## src/rtl/codec_tx_pkg.sv

```systemverilog
package codec_tx_pkg;

    typedef enum logic [1:0] {
        DRQ_OFF  = 2'd0,
        DRQ_WAIT = 2'd1,
        DRQ_REQ  = 2'd2
    } drq_state_t;

    // Strobe period in module clocks for a rate code.
    function automatic int rate_div(input int base, input logic [2:0] code);
        unique case (code)
            3'd0: rate_div = base;
            3'd1: rate_div = (base * 3) / 2;
            3'd2: rate_div = base * 2;
            3'd3: rate_div = base * 3;
            3'd4: rate_div = base * 4;
            3'd5: rate_div = base * 6;
            3'd6: rate_div = base / 4;
            default: rate_div = base / 2;
        endcase
    endfunction

endpackage

```

## src/rtl/codec_tx_rate_gen.sv

```systemverilog
module codec_tx_rate_gen
    import codec_tx_pkg::*;
#(
    parameter int BASE_DIV = 512,
    localparam int CW = $clog2(BASE_DIV * 6 + 1)
) (
    input  logic       clk,
    input  logic       rst_n,
    input  logic       run,
    input  logic [2:0] rate_code,
    output logic       tick
);
    logic [CW-1:0] cnt_q;
    logic [CW-1:0] last_v;

    assign last_v = CW'(rate_div(BASE_DIV, rate_code) - 1);
    assign tick   = run && (cnt_q >= last_v);

    always_ff @(posedge clk) begin
        if (!rst_n || !run || tick) begin
            cnt_q <= '0;
        end else begin
            cnt_q <= cnt_q + 1'b1;
        end
    end
endmodule

```

## src/rtl/codec_tx_store.sv

```systemverilog
module codec_tx_store #(
    parameter int DEPTH = 64,
    parameter int DW = 24,
    localparam int AW = $clog2(DEPTH),
    localparam int CNTW = AW + 1
) (
    input  logic            clk,
    input  logic            rst_n,
    input  logic            clear,
    input  logic            push,
    input  logic [DW-1:0]   push_data,
    input  logic            pop_one,
    input  logic            pop_two,
    output logic [DW-1:0]   head0,
    output logic [DW-1:0]   head1,
    output logic [CNTW-1:0] count
);
    logic [DW-1:0]   mem_q [DEPTH];
    logic [AW-1:0]   wp_q;
    logic [AW-1:0]   rp_q;
    logic [CNTW-1:0] cnt_q;
    logic [AW-1:0]   rp_nx;
    logic [CNTW-1:0] pops;

    assign rp_nx = rp_q + 1'b1;
    assign head0 = mem_q[rp_q];
    assign head1 = mem_q[rp_nx];
    assign count = cnt_q;
    assign pops  = pop_two ? CNTW'(2) : (pop_one ? CNTW'(1) : CNTW'(0));

    always_ff @(posedge clk) begin
        if (push && !clear) begin
            mem_q[wp_q] <= push_data;
        end
    end

    always_ff @(posedge clk) begin
        if (!rst_n || clear) begin
            wp_q  <= '0;
            rp_q  <= '0;
            cnt_q <= '0;
        end else begin
            if (push) begin
                wp_q <= wp_q + 1'b1;
            end
            rp_q  <= rp_q + AW'(pops);
            cnt_q <= cnt_q + CNTW'(push) - pops;
        end
    end
endmodule

```

## src/rtl/codec_tx_drq_fsm.sv

```systemverilog
module codec_tx_drq_fsm
    import codec_tx_pkg::*;
#(
    parameter int DEPTH = 64,
    localparam int CNTW = $clog2(DEPTH) + 1
) (
    input  logic            clk,
    input  logic            rst_n,
    input  logic            en,
    input  logic            flush,
    input  logic [CNTW-1:0] free,
    input  logic [5:0]      trig_lvl,
    input  logic [1:0]      clr_cnt,
    output logic            req
);
    drq_state_t      st_q;
    drq_state_t      st_d;
    logic [CNTW-1:0] clr_thr;
    logic [CNTW-1:0] trig_w;
    logic [CNTW-1:0] raise_lvl;

    assign clr_thr   = CNTW'(2) << clr_cnt;
    assign trig_w    = CNTW'(trig_lvl);
    assign raise_lvl = (trig_w > clr_thr) ? trig_w : clr_thr;

    always_ff @(posedge clk) begin
        if (!rst_n) begin
            st_q <= DRQ_OFF;
        end else begin
            st_q <= st_d;
        end
    end

    always_comb begin
        st_d = st_q;
        if (!en) begin
            st_d = DRQ_OFF;
        end else if (flush) begin
            st_d = DRQ_WAIT;
        end else begin
            unique case (st_q)
                DRQ_OFF:  st_d = DRQ_WAIT;
                DRQ_WAIT: if (free >= raise_lvl) st_d = DRQ_REQ;
                DRQ_REQ:  if (free < clr_thr) st_d = DRQ_WAIT;
                default:  st_d = DRQ_OFF;
            endcase
        end
    end

    always_comb begin
        req = (st_q == DRQ_REQ);
    end
endmodule

```

## src/rtl/codec_tx_fifo.sv

```systemverilog
module codec_tx_fifo
    import codec_tx_pkg::*;
#(
    parameter int DEPTH = 64,
    parameter int BASE_DIV = 512,
    localparam int SW = 24,
    localparam int CNTW = $clog2(DEPTH) + 1
) (
    input  logic            clk,
    input  logic            rst_n,
    input  logic            wr_en,
    input  logic [31:0]     wr_data,
    input  logic            flush,
    input  logic            drq_en,
    input  logic [5:0]      trig_lvl,
    input  logic [1:0]      clr_cnt,
    input  logic            wide_smp,
    input  logic            msb_rep,
    input  logic            und_repeat,
    input  logic            mono,
    input  logic [2:0]      rate_code,
    input  logic            play_en,
    input  logic            und_clr,
    output logic            dma_req,
    output logic            smp_stb,
    output logic [SW-1:0]   left_smp,
    output logic [SW-1:0]   right_smp,
    output logic [CNTW-1:0] fill,
    output logic            und_flag
);
    logic            tick;
    logic [SW-1:0]   wide_v;
    logic [SW-1:0]   head0;
    logic [SW-1:0]   head1;
    logic [CNTW-1:0] cnt;
    logic            push;
    logic            avail;
    logic            take;
    logic            starve;
    logic            stb_q;
    logic            und_q;
    logic [SW-1:0]   lq;
    logic [SW-1:0]   rq;

    // Expansion to the 24-bit stored form.
    always_comb begin
        if (wide_smp) begin
            wide_v = wr_data[31:8];
        end else if (msb_rep) begin
            wide_v = {wr_data[15:0], {8{wr_data[15]}}};
        end else begin
            wide_v = {wr_data[15:0], 8'h00};
        end
    end

    assign push   = wr_en && !flush && (cnt < CNTW'(DEPTH));
    assign avail  = mono ? (cnt >= CNTW'(1)) : (cnt >= CNTW'(2));
    assign take   = tick && avail && !flush;
    assign starve = tick && !take;

    codec_tx_rate_gen #(.BASE_DIV(BASE_DIV)) rate_i (
        .clk       (clk),
        .rst_n     (rst_n),
        .run       (play_en),
        .rate_code (rate_code),
        .tick      (tick)
    );

    codec_tx_store #(.DEPTH(DEPTH), .DW(SW)) store_i (
        .clk       (clk),
        .rst_n     (rst_n),
        .clear     (flush),
        .push      (push),
        .push_data (wide_v),
        .pop_one   (take && mono),
        .pop_two   (take && !mono),
        .head0     (head0),
        .head1     (head1),
        .count     (cnt)
    );

    codec_tx_drq_fsm #(.DEPTH(DEPTH)) drq_i (
        .clk      (clk),
        .rst_n    (rst_n),
        .en       (drq_en),
        .flush    (flush),
        .free     (CNTW'(DEPTH) - cnt),
        .trig_lvl (trig_lvl),
        .clr_cnt  (clr_cnt),
        .req      (dma_req)
    );

    always_ff @(posedge clk) begin
        if (!rst_n) begin
            stb_q <= 1'b0;
            und_q <= 1'b0;
            lq    <= '0;
            rq    <= '0;
        end else begin
            stb_q <= tick;
            if (take) begin
                lq <= head0;
                rq <= mono ? head0 : head1;
            end else if (starve && !und_repeat) begin
                lq <= '0;
                rq <= '0;
            end
            if (starve) begin
                und_q <= 1'b1;
            end else if (und_clr) begin
                und_q <= 1'b0;
            end
        end
    end

    assign smp_stb   = stb_q;
    assign und_flag  = und_q;
    assign left_smp  = lq;
    assign right_smp = rq;
    assign fill      = cnt;
endmodule

```

## config.mk

```make
export PLATFORM = sky130hd
export DESIGN_NAME = codec_tx_fifo
export DESIGN_NICKNAME = d
export VERILOG_FILES = /design/src/rtl/codec_tx_pkg.sv /design/src/rtl/codec_tx_rate_gen.sv /design/src/rtl/codec_tx_store.sv /design/src/rtl/codec_tx_drq_fsm.sv /design/src/rtl/codec_tx_fifo.sv
export SDC_FILE = /design/constraint.sdc
export NUM_CORES = 2
export LEC_CHECK = 0
export CAP_MARGIN = 15
export CELL_PAD_IN_SITES_DETAIL_PLACEMENT = 0
export CELL_PAD_IN_SITES_GLOBAL_PLACEMENT = 1
export CORE_UTILIZATION = 40
export CTS_BUF_LIST = sky130_fd_sc_hd__clkbuf_8
export CTS_CLUSTER_SIZE = 14
export DETAILED_ROUTE_END_ITERATION = 10
export PLACE_DENSITY = 0.71
export SYNTH_ARGS = -nofsm -noshare
export SYNTH_HDL_FRONTEND = slang
export SYNTH_SLANG_ARGS = --single-unit
```

## constraint.sdc

```tcl
create_clock -name clk -period 7.4 [get_ports clk]
set_input_delay 0.74 -clock clk [delete_from_list [all_inputs] [get_ports clk]]
set_output_delay 0.74 -clock clk [all_outputs]
set_load 0.01 [all_outputs]
```

### Word level (Yosys, flattened, before mapping)

Memory sizes are Yosys's and may differ from the RTL's. A register that Yosys moved wholly into a read port is not among the register bits.
Index checks and enable logic that the tools add are counted.

| cells by class | value |
|---|---|
| eq/ne operators | 12 |
| mux-type cells | 20 |
| $lt $le $gt $ge | 7 |
| shift operators | 1 |
| bitwise gates (word level) | 2 |
| add/subtract/negate cells | 8 |
| reductions and logical operators | 27 |

Operator list:

| cell | number |
|---|---|
| two-way mux 24 bit | 5 |
| one-hot mux 12 bit (7 select lines) | 1 |
| two-way mux 7 bit | 2 |
| adder 12 x 1 -> 12 bit (second input constant) | 1 |
| adder 6 x 1 -> 6 bit (second input constant) | 2 |
| greater-or-equal comparator 12 bit | 1 |
| subtractor 12 x 1 -> 12 bit (second input constant) | 1 |
| logical AND 1 bit | 10 |
| equality test 3 bit (second input constant) | 3 |
| two-way mux 8 bit | 1 |
| adder 7 x 1 -> 7 bit | 1 |
| greater-or-equal comparator 7 x 1 -> 1 bit (second input constant) | 1 |
| greater-or-equal comparator 7 x 2 -> 1 bit (second input constant) | 1 |
| greater-or-equal comparator 7 bit | 1 |
| greater-than comparator 6 x 7 -> 1 bit | 1 |
| < comparator 7 bit | 1 |
| < comparator 7 bit (second input constant) | 1 |
| two-way mux 1 bit | 7 |
| << shifter 2 x 2 -> 7 bit (first input constant) | 1 |
| subtractor 7 bit | 1 |
| subtractor 7 bit (first input constant) | 1 |
| adder 6 bit | 1 |
| equality test 3 x 2 -> 1 bit (second input constant) | 2 |
| logical NOT 1 bit | 6 |
| other kinds (15) | 24 |

| word-level totals | value |
|---|---|
| word-level logic and storage cells | 88 |
| bits in writable memories | 1536 |
| register bits after elaboration | 83 |
| memories | 1 |
| input port bits | 54 |

Memory list:

| memory | words | width | read ports | clocked after memory_dff | wr ports | line | RTL |
|---|---|---|---|---|---|---|---|
| store_i.mem_q | 64 | 24 | 2 | 1 | 1 | codec_tx_store.sv:18 | `logic [DW-1:0] mem_q [DEPTH];` |

### Depth between registers and ports, before layout

| logic depth | value |
|---|---|
| depth after elaboration | 12 |
| depth in mapped cells | 24 |
| mapped depth without buffers | 21 |

### Cells and area by module

A second synthesis with hierarchy kept.

| unflattened totals | value |
|---|---|
| cell total of the unflattened synthesis | 4376 |
| area total of the unflattened synthesis | 75867.8 µm² |

Modules (own cells, without submodules):

| module | cells an instance | area each (µm²) | sequential area each (µm²) | instances |
|---|---|---|---|---|
| codec_tx_store | 3992 | 72191.7 | 46504.6 | 1 |
| codec_tx_fifo | 243 | 2496.1 | 1001.0 | 1 |
| codec_tx_rate_gen | 81 | 696.9 | 240.2 | 1 |
| codec_tx_drq_fsm | 60 | 483.0 | 40.0 | 1 |

### Worst setup path after synthesis

Ideal clock, no wire load.

| timing | value |
|---|---|
| path kind | input to register |
| start point | input rate_code[1] |
| end point | register store_i.cnt_q[6], in the netlist store_i.count[6] |
| data required time | 7.273 ns |
| cell stages on the path | 23 |
| path slack | 3.052 ns |
| arrival time | 4.221 ns |
| setup time | 0.127 ns |
| path through | nor2b_1 nand2_1 ha_1 o21ai_0 nand2_1 ha_1 a21oi_1 o21ai_0 a22o_1 buf_4 and2_1 clkbuf_1 buf_2 xnor2_1 ha_1 fa_1 a21oi_1 o21bai_1 a21oi_1 nor2_1 nor2_1 xnor2_1 nor2_1 |

| between the ends | value |
|---|---|
| word-level cells in the longest chain between the ends | 11 |
| elaborated cells between the ends (all ways) | 18 |
| classes of those cells | add/sub: 2; order compare: 1; eq/ne: 6; mux: 3; reduce/logical: 6 |

Ends and longest elaborated chain:

| what | line | RTL |
|---|---|---|
| start: declaration | codec_tx_fifo.sv:21 | `input logic [2:0] rate_code,` |
| equality test 3 bit, or another cell as far along | codec_tx_pkg.sv:11 | `unique case (code)` |
| one-hot mux 12 bit (7 select lines) (*) | codec_tx_pkg.sv:11 |  |
| subtractor 12 x 1 -> 12 bit (*) | codec_tx_rate_gen.sv:16 | `assign last_v = CW'(rate_div(BASE_DIV, rate_code) - 1);` |
| greater-or-equal comparator 12 bit (*) | codec_tx_rate_gen.sv:17 | `assign tick = run && (cnt_q >= last_v);` |
| logical AND 1 bit (*) | codec_tx_rate_gen.sv:17 |  |
| logical AND 1 bit (*) (2 in series) | codec_tx_fifo.sv:58 | `assign take = tick && avail && !flush;` |
| logical AND 1 bit | codec_tx_fifo.sv:75 | `.pop_one (take && mono),` |
| two-way mux 1 bit | codec_tx_store.sv:29 | `assign pops = pop_two ? CNTW'(2) : (pop_one ? CNTW'(1) : CNTW'(0));` |
| two-way mux 7 bit (*) | codec_tx_store.sv:29 |  |
| subtractor 7 bit (*) | codec_tx_store.sv:47 | `cnt_q <= cnt_q + CNTW'(push) - pops;` |
| end signal: assignment | codec_tx_store.sv:47 |  |
| end: declaration | codec_tx_store.sv:21 | `logic [CNTW-1:0] cnt_q;` |

Mark *: on every way between the ends. The rest lies on a longest branch, timed or not.
A chain may end at the register's enable or synchronous reset.

### Worst setup path after layout

| timing | value |
|---|---|
| start point | register store_i.rp_q[1] |
| end point | register rq[14], in the netlist right_smp[14] |

| between the ends | value |
|---|---|
| word-level cells in the longest chain between the ends | 4 |

Ends and longest elaborated chain:

| what | line | RTL |
|---|---|---|
| start: declaration | codec_tx_store.sv:20 | `logic [AW-1:0] rp_q;` |
| start signal: assignment | codec_tx_store.sv:46 | `rp_q <= rp_q + AW'(pops);` |
| adder 6 x 1 -> 6 bit | codec_tx_store.sv:25 | `assign rp_nx = rp_q + 1'b1;` |
| memory (64 x 24 bit) | -- |  |
| two-way mux 24 bit | codec_tx_fifo.sv:103 | `rq <= mono ? head0 : head1;` |
| two-way mux 24 bit | codec_tx_fifo.sv:101 | `if (take) begin` |
| end signal: assignment | codec_tx_fifo.sv:103 |  |
| end: declaration | codec_tx_fifo.sv:43 | `logic [SW-1:0] rq;` |

Every way passes these cells.

==> run_results.csv <==
group,metric,value,unit
status,status,"finished clean",
min_path,hold_depth,3,
placed_design,hpwl,129,mm
global_route,antenna_found_initial,4,
power,internal_power,14100,uW
route,drt_iter0_drc,5451,
floorplan,start_util,40.3,%
cts,cts_inserted_buffers,291,
route,first_pass_iters,5,
cts,cts.sinks,1619,
power,p_seq_share,55.9,%
cts,cts_setup_buffers,0,
floorplan,dieArea,191000,um^2
power,ir_drop,0.000121,V
sta,layout_setup_ws,3.01,ns
floorplan,die_h,437,um
final_layout,layout.area.seq,47800,um^2
global_route,grt_max_degree,130,
global_route,grt_usage,23.2,%
power,p_sw_share,22.1,%
flow_run,drv_cap,0,
power,power_switching,4000,uW
cts,cts_resized,0,
global_route,grt-ovfl-total,0,
sta,fin_crit_sh,59.3,%
final_layout,final_util,45.4,%
floorplan,rows,159,
sta,worst_pin_slew,1.23,ns
final_layout,design_area,85200,um^2
setup_path,r2r_slack,3.01,ns
power,pwr-share-comb,2.4,%
synth,ys_types,79,
setup_path,crit_top_cell,"mux4_2",
floorplan,coreArea,188000,um^2
synth,synth_most_common_cell,"edfxtp_1",
final_layout,final_net_count,4328,
route,wirelength,223,mm
setup_path,r2r_start,"store_i.rp_q[1]$_SDFF_PP0_",
cts,htree_num_levels,5,
sta,rsz0062_at_grt,"false",
setup_path,worstRegToRegCells,7,
placed_design,dpl_cell_area,79900,um^2
placed_design,gp_congestion,0.851,
synth,yosys_most_used_dff,"edfxtp_1",
synth,ys_seq_elements,1619,
power,powerDensity,212,nW/um^2
sta,finalSetupViolations,0,
final_layout,multi_input_area,26700,um^2
setup_path,worst-endpoint-required,8.31,ns
synth,synthTopCellsByArea,"edfxtp_1 (61%), mux4_2 (22%), mux2i_1 (4.1%)",
sta,drv_slew,0,
min_path,hp-start,"drq_en",
setup_path,crit_fanout,37,
global_route,grt_pass1_vias,43700,
setup_path,arrival,5.29,ns
setup_path,crit_chain,"ha_4 > buf_4 > mux4_2 > mux4_2 > mux2i_1 > o22ai_1 > a211o_1",
floorplan,fp.dieW,437,um
setup_path,max_stage_delay,0.77,ns
cts,cts_tree,"yes",
cts,clkTransAtPathRegs,0.06,ns
sta,fmax,0.228,GHz
route,drtAntennaViolNets,0,
cts,insertion_delay,1.03,ns
sta,finClkSkew,0.0700,ns
synth,async_flop_share,0,%
synth,yosysWarnings,0,
placed_design,post-place-ws,2.17,ns
sta,fin_tns_setup,0,ns
power,p_clk_share,41.7,%
cts,clockBufferDepth,4,
synth,synth_top_area_share,61.1,%
placed_design,numPortBuffers,111,
route,remaining_drc_errors,0,
final_layout,areaGrowthSynthToFinish,12.8,%
final_layout,fill_cells,15900,
min_path,min_to,"drq_i.st_q[1]$_SDFFE_PP0P_",
synth,synth_common_cells,"edfxtp_1 (1536), mux4_2 (730), mux2i_1 (308)",
synth,syn_inst,3990,
sta,fin_worst_hold_slack,0.366,ns
floorplan,io_pins,112,
global_route,grt_pass1_wl,317,mm
synth,netlist_area,75500,um^2
synth,synth_area_leader_cell,"edfxtp_1",
cts,cts_root_buffer,"clkbuf_8",
setup_path,timing.rr.end,"right_smp[14]$_SDFFE_PN0P_",
power,leakagePower,0.0246,uW
synth,synth_edf_count,1536,
synth,syn_area_per_cell,18.9,um^2
sta,fin_crit,4.39,ns
route,num_vias,43600,
synth,synth-seq-area-share,63.3,%
synth,synth_nets,4087,
min_path,min_path_type,"in -> reg",
route,wl_per_cell,32.2,um
sta,finalHoldViolations,0,
sta,max_slew_margin,17.5,%
cts,cts_hold_buffers,0,
final_layout,drive_gt1_share,30.6,%
route,via_per_inst,6.29,
setup_path,worstSetupPathType,"reg -> reg",
setup_path,crit_slowest_cell,"ha_4",
setup_path,worstSetupStartpointType,"flop",
setup_path,cp-end-kind,"flop",
[power by group through the flow]
stage / Clock [uW] / Combinational (uW) / Sequential, uW
6_report: 7540 / 426 / 10100
5_1_grt: 8050 / 456 / 10100
4_1_cts: 7670 / 399 / 10100
3_5_place_dp: 0 / 398 / 10300
3_3_place_gp: 0 / 387 / 10300
2_1_floorplan: 0 / 193 / 10300
[final cells by class]
class                   instances  area share, %
clock inverters               190           1.04
repair buffers                254           2.93
well taps                    2495           3.66
inverters                      25          0.110
clock buffers                 299           4.83
multi-input cells            2040           31.3
diodes                          7         0.0206
flip-flops and latches       1619           56.1
[worst max path at each step]
stage | start | to | slack [ns] | cells after the start
after floorplan | rate_code[1] | store_i.count[6]$_SDFF_PP0_ | 3.05 | 23
after global placement | rate_code[1] | store_i.count[6]$_SDFF_PP0_ | 2.17 | 21
after detailed placement | rate_code[1] | store_i.count[6]$_SDFF_PP0_ | 2.17 | 21
after CTS | store_i.rp_q[1]$_SDFF_PP0_ | right_smp[12]$_SDFFE_PN0P_ | 3.02 | 7
after global routing | rate_code[1] | store_i.count[6]$_SDFF_PP0_ | 2.71 | 21
final | store_i.rp_q[1]$_SDFF_PP0_ | right_smp[14]$_SDFFE_PN0P_ | 3.01 | 7
[routing by layer]
layer / wire, um / up-vias / track usage [%] / part of all wire, %
met5: 0 / - / 0 / 0
met2: 104000 / 2290 / 35.9 / 47
met4: 6770 / 0 / 7.66 / 3.0
met1: 90200 / 23400 / 32.5 / 40
met3: 21500 / 393 / 4.98 / 9.6
li1: - / 17600 / - / -
[sequential cells by signal (all words and copies together) (netlist names)]
| name | flops |
|---|---|
| drq_i.st_q | 2 |
| left_smp | 24 |
| rate_i.cnt_q | 12 |
| right_smp | 24 |
| smp_stb | 1 |
| store_i.count | 7 |
| store_i.mem_q | 1536 |
| store_i.rp_q | 6 |
| store_i.wp_q | 6 |
| und_flag | 1 |
[per-stage QoR]
step	std cells	total power, uW
detailed placement	6421	10700
CTS	6910	18200
global placement	6421	10700
global route	6924	18600
finish	6929	18100
floorplan	3990	10500
[critical path: cells and delay by family (launching register included)]
kind	cells	cell delay, ns
multiplexers	3	1.60
flip-flops	1	0.75
buffers and inverters	1	0.63
AO/OA/AOI/OAI	2	0.45
adder cells (fa/ha/maj)	1	0.77
[placed cells by master (no fill, tap or decap), drive strengths merged, types with 71 or more instances in the layout]
master,count
buf,143
clkinv,87
dfxtp,83
nor2,160
clkdlybuf4s50,111
a21oi,79
mux2i,308
clkbuf,299
o211ai,71
inv,119
mux4,730
edfxtp,1536
nand2,105
[cell families after synthesis]
kind of cell | after synthesis | synth area share (%)
AOI/OAI and AO/OA | 507 | 4.73
and+or+nand+nor | 387 | 2.37
xor gates and xnor gates | 38 | 0.460
buffers and inverters | 331 | 2.20
adders and majority gates | 43 | 0.732
DFF | 1619 | 63.3
muxes | 1065 | 26.2
Note: power is estimated with default switching activity, not from simulation.
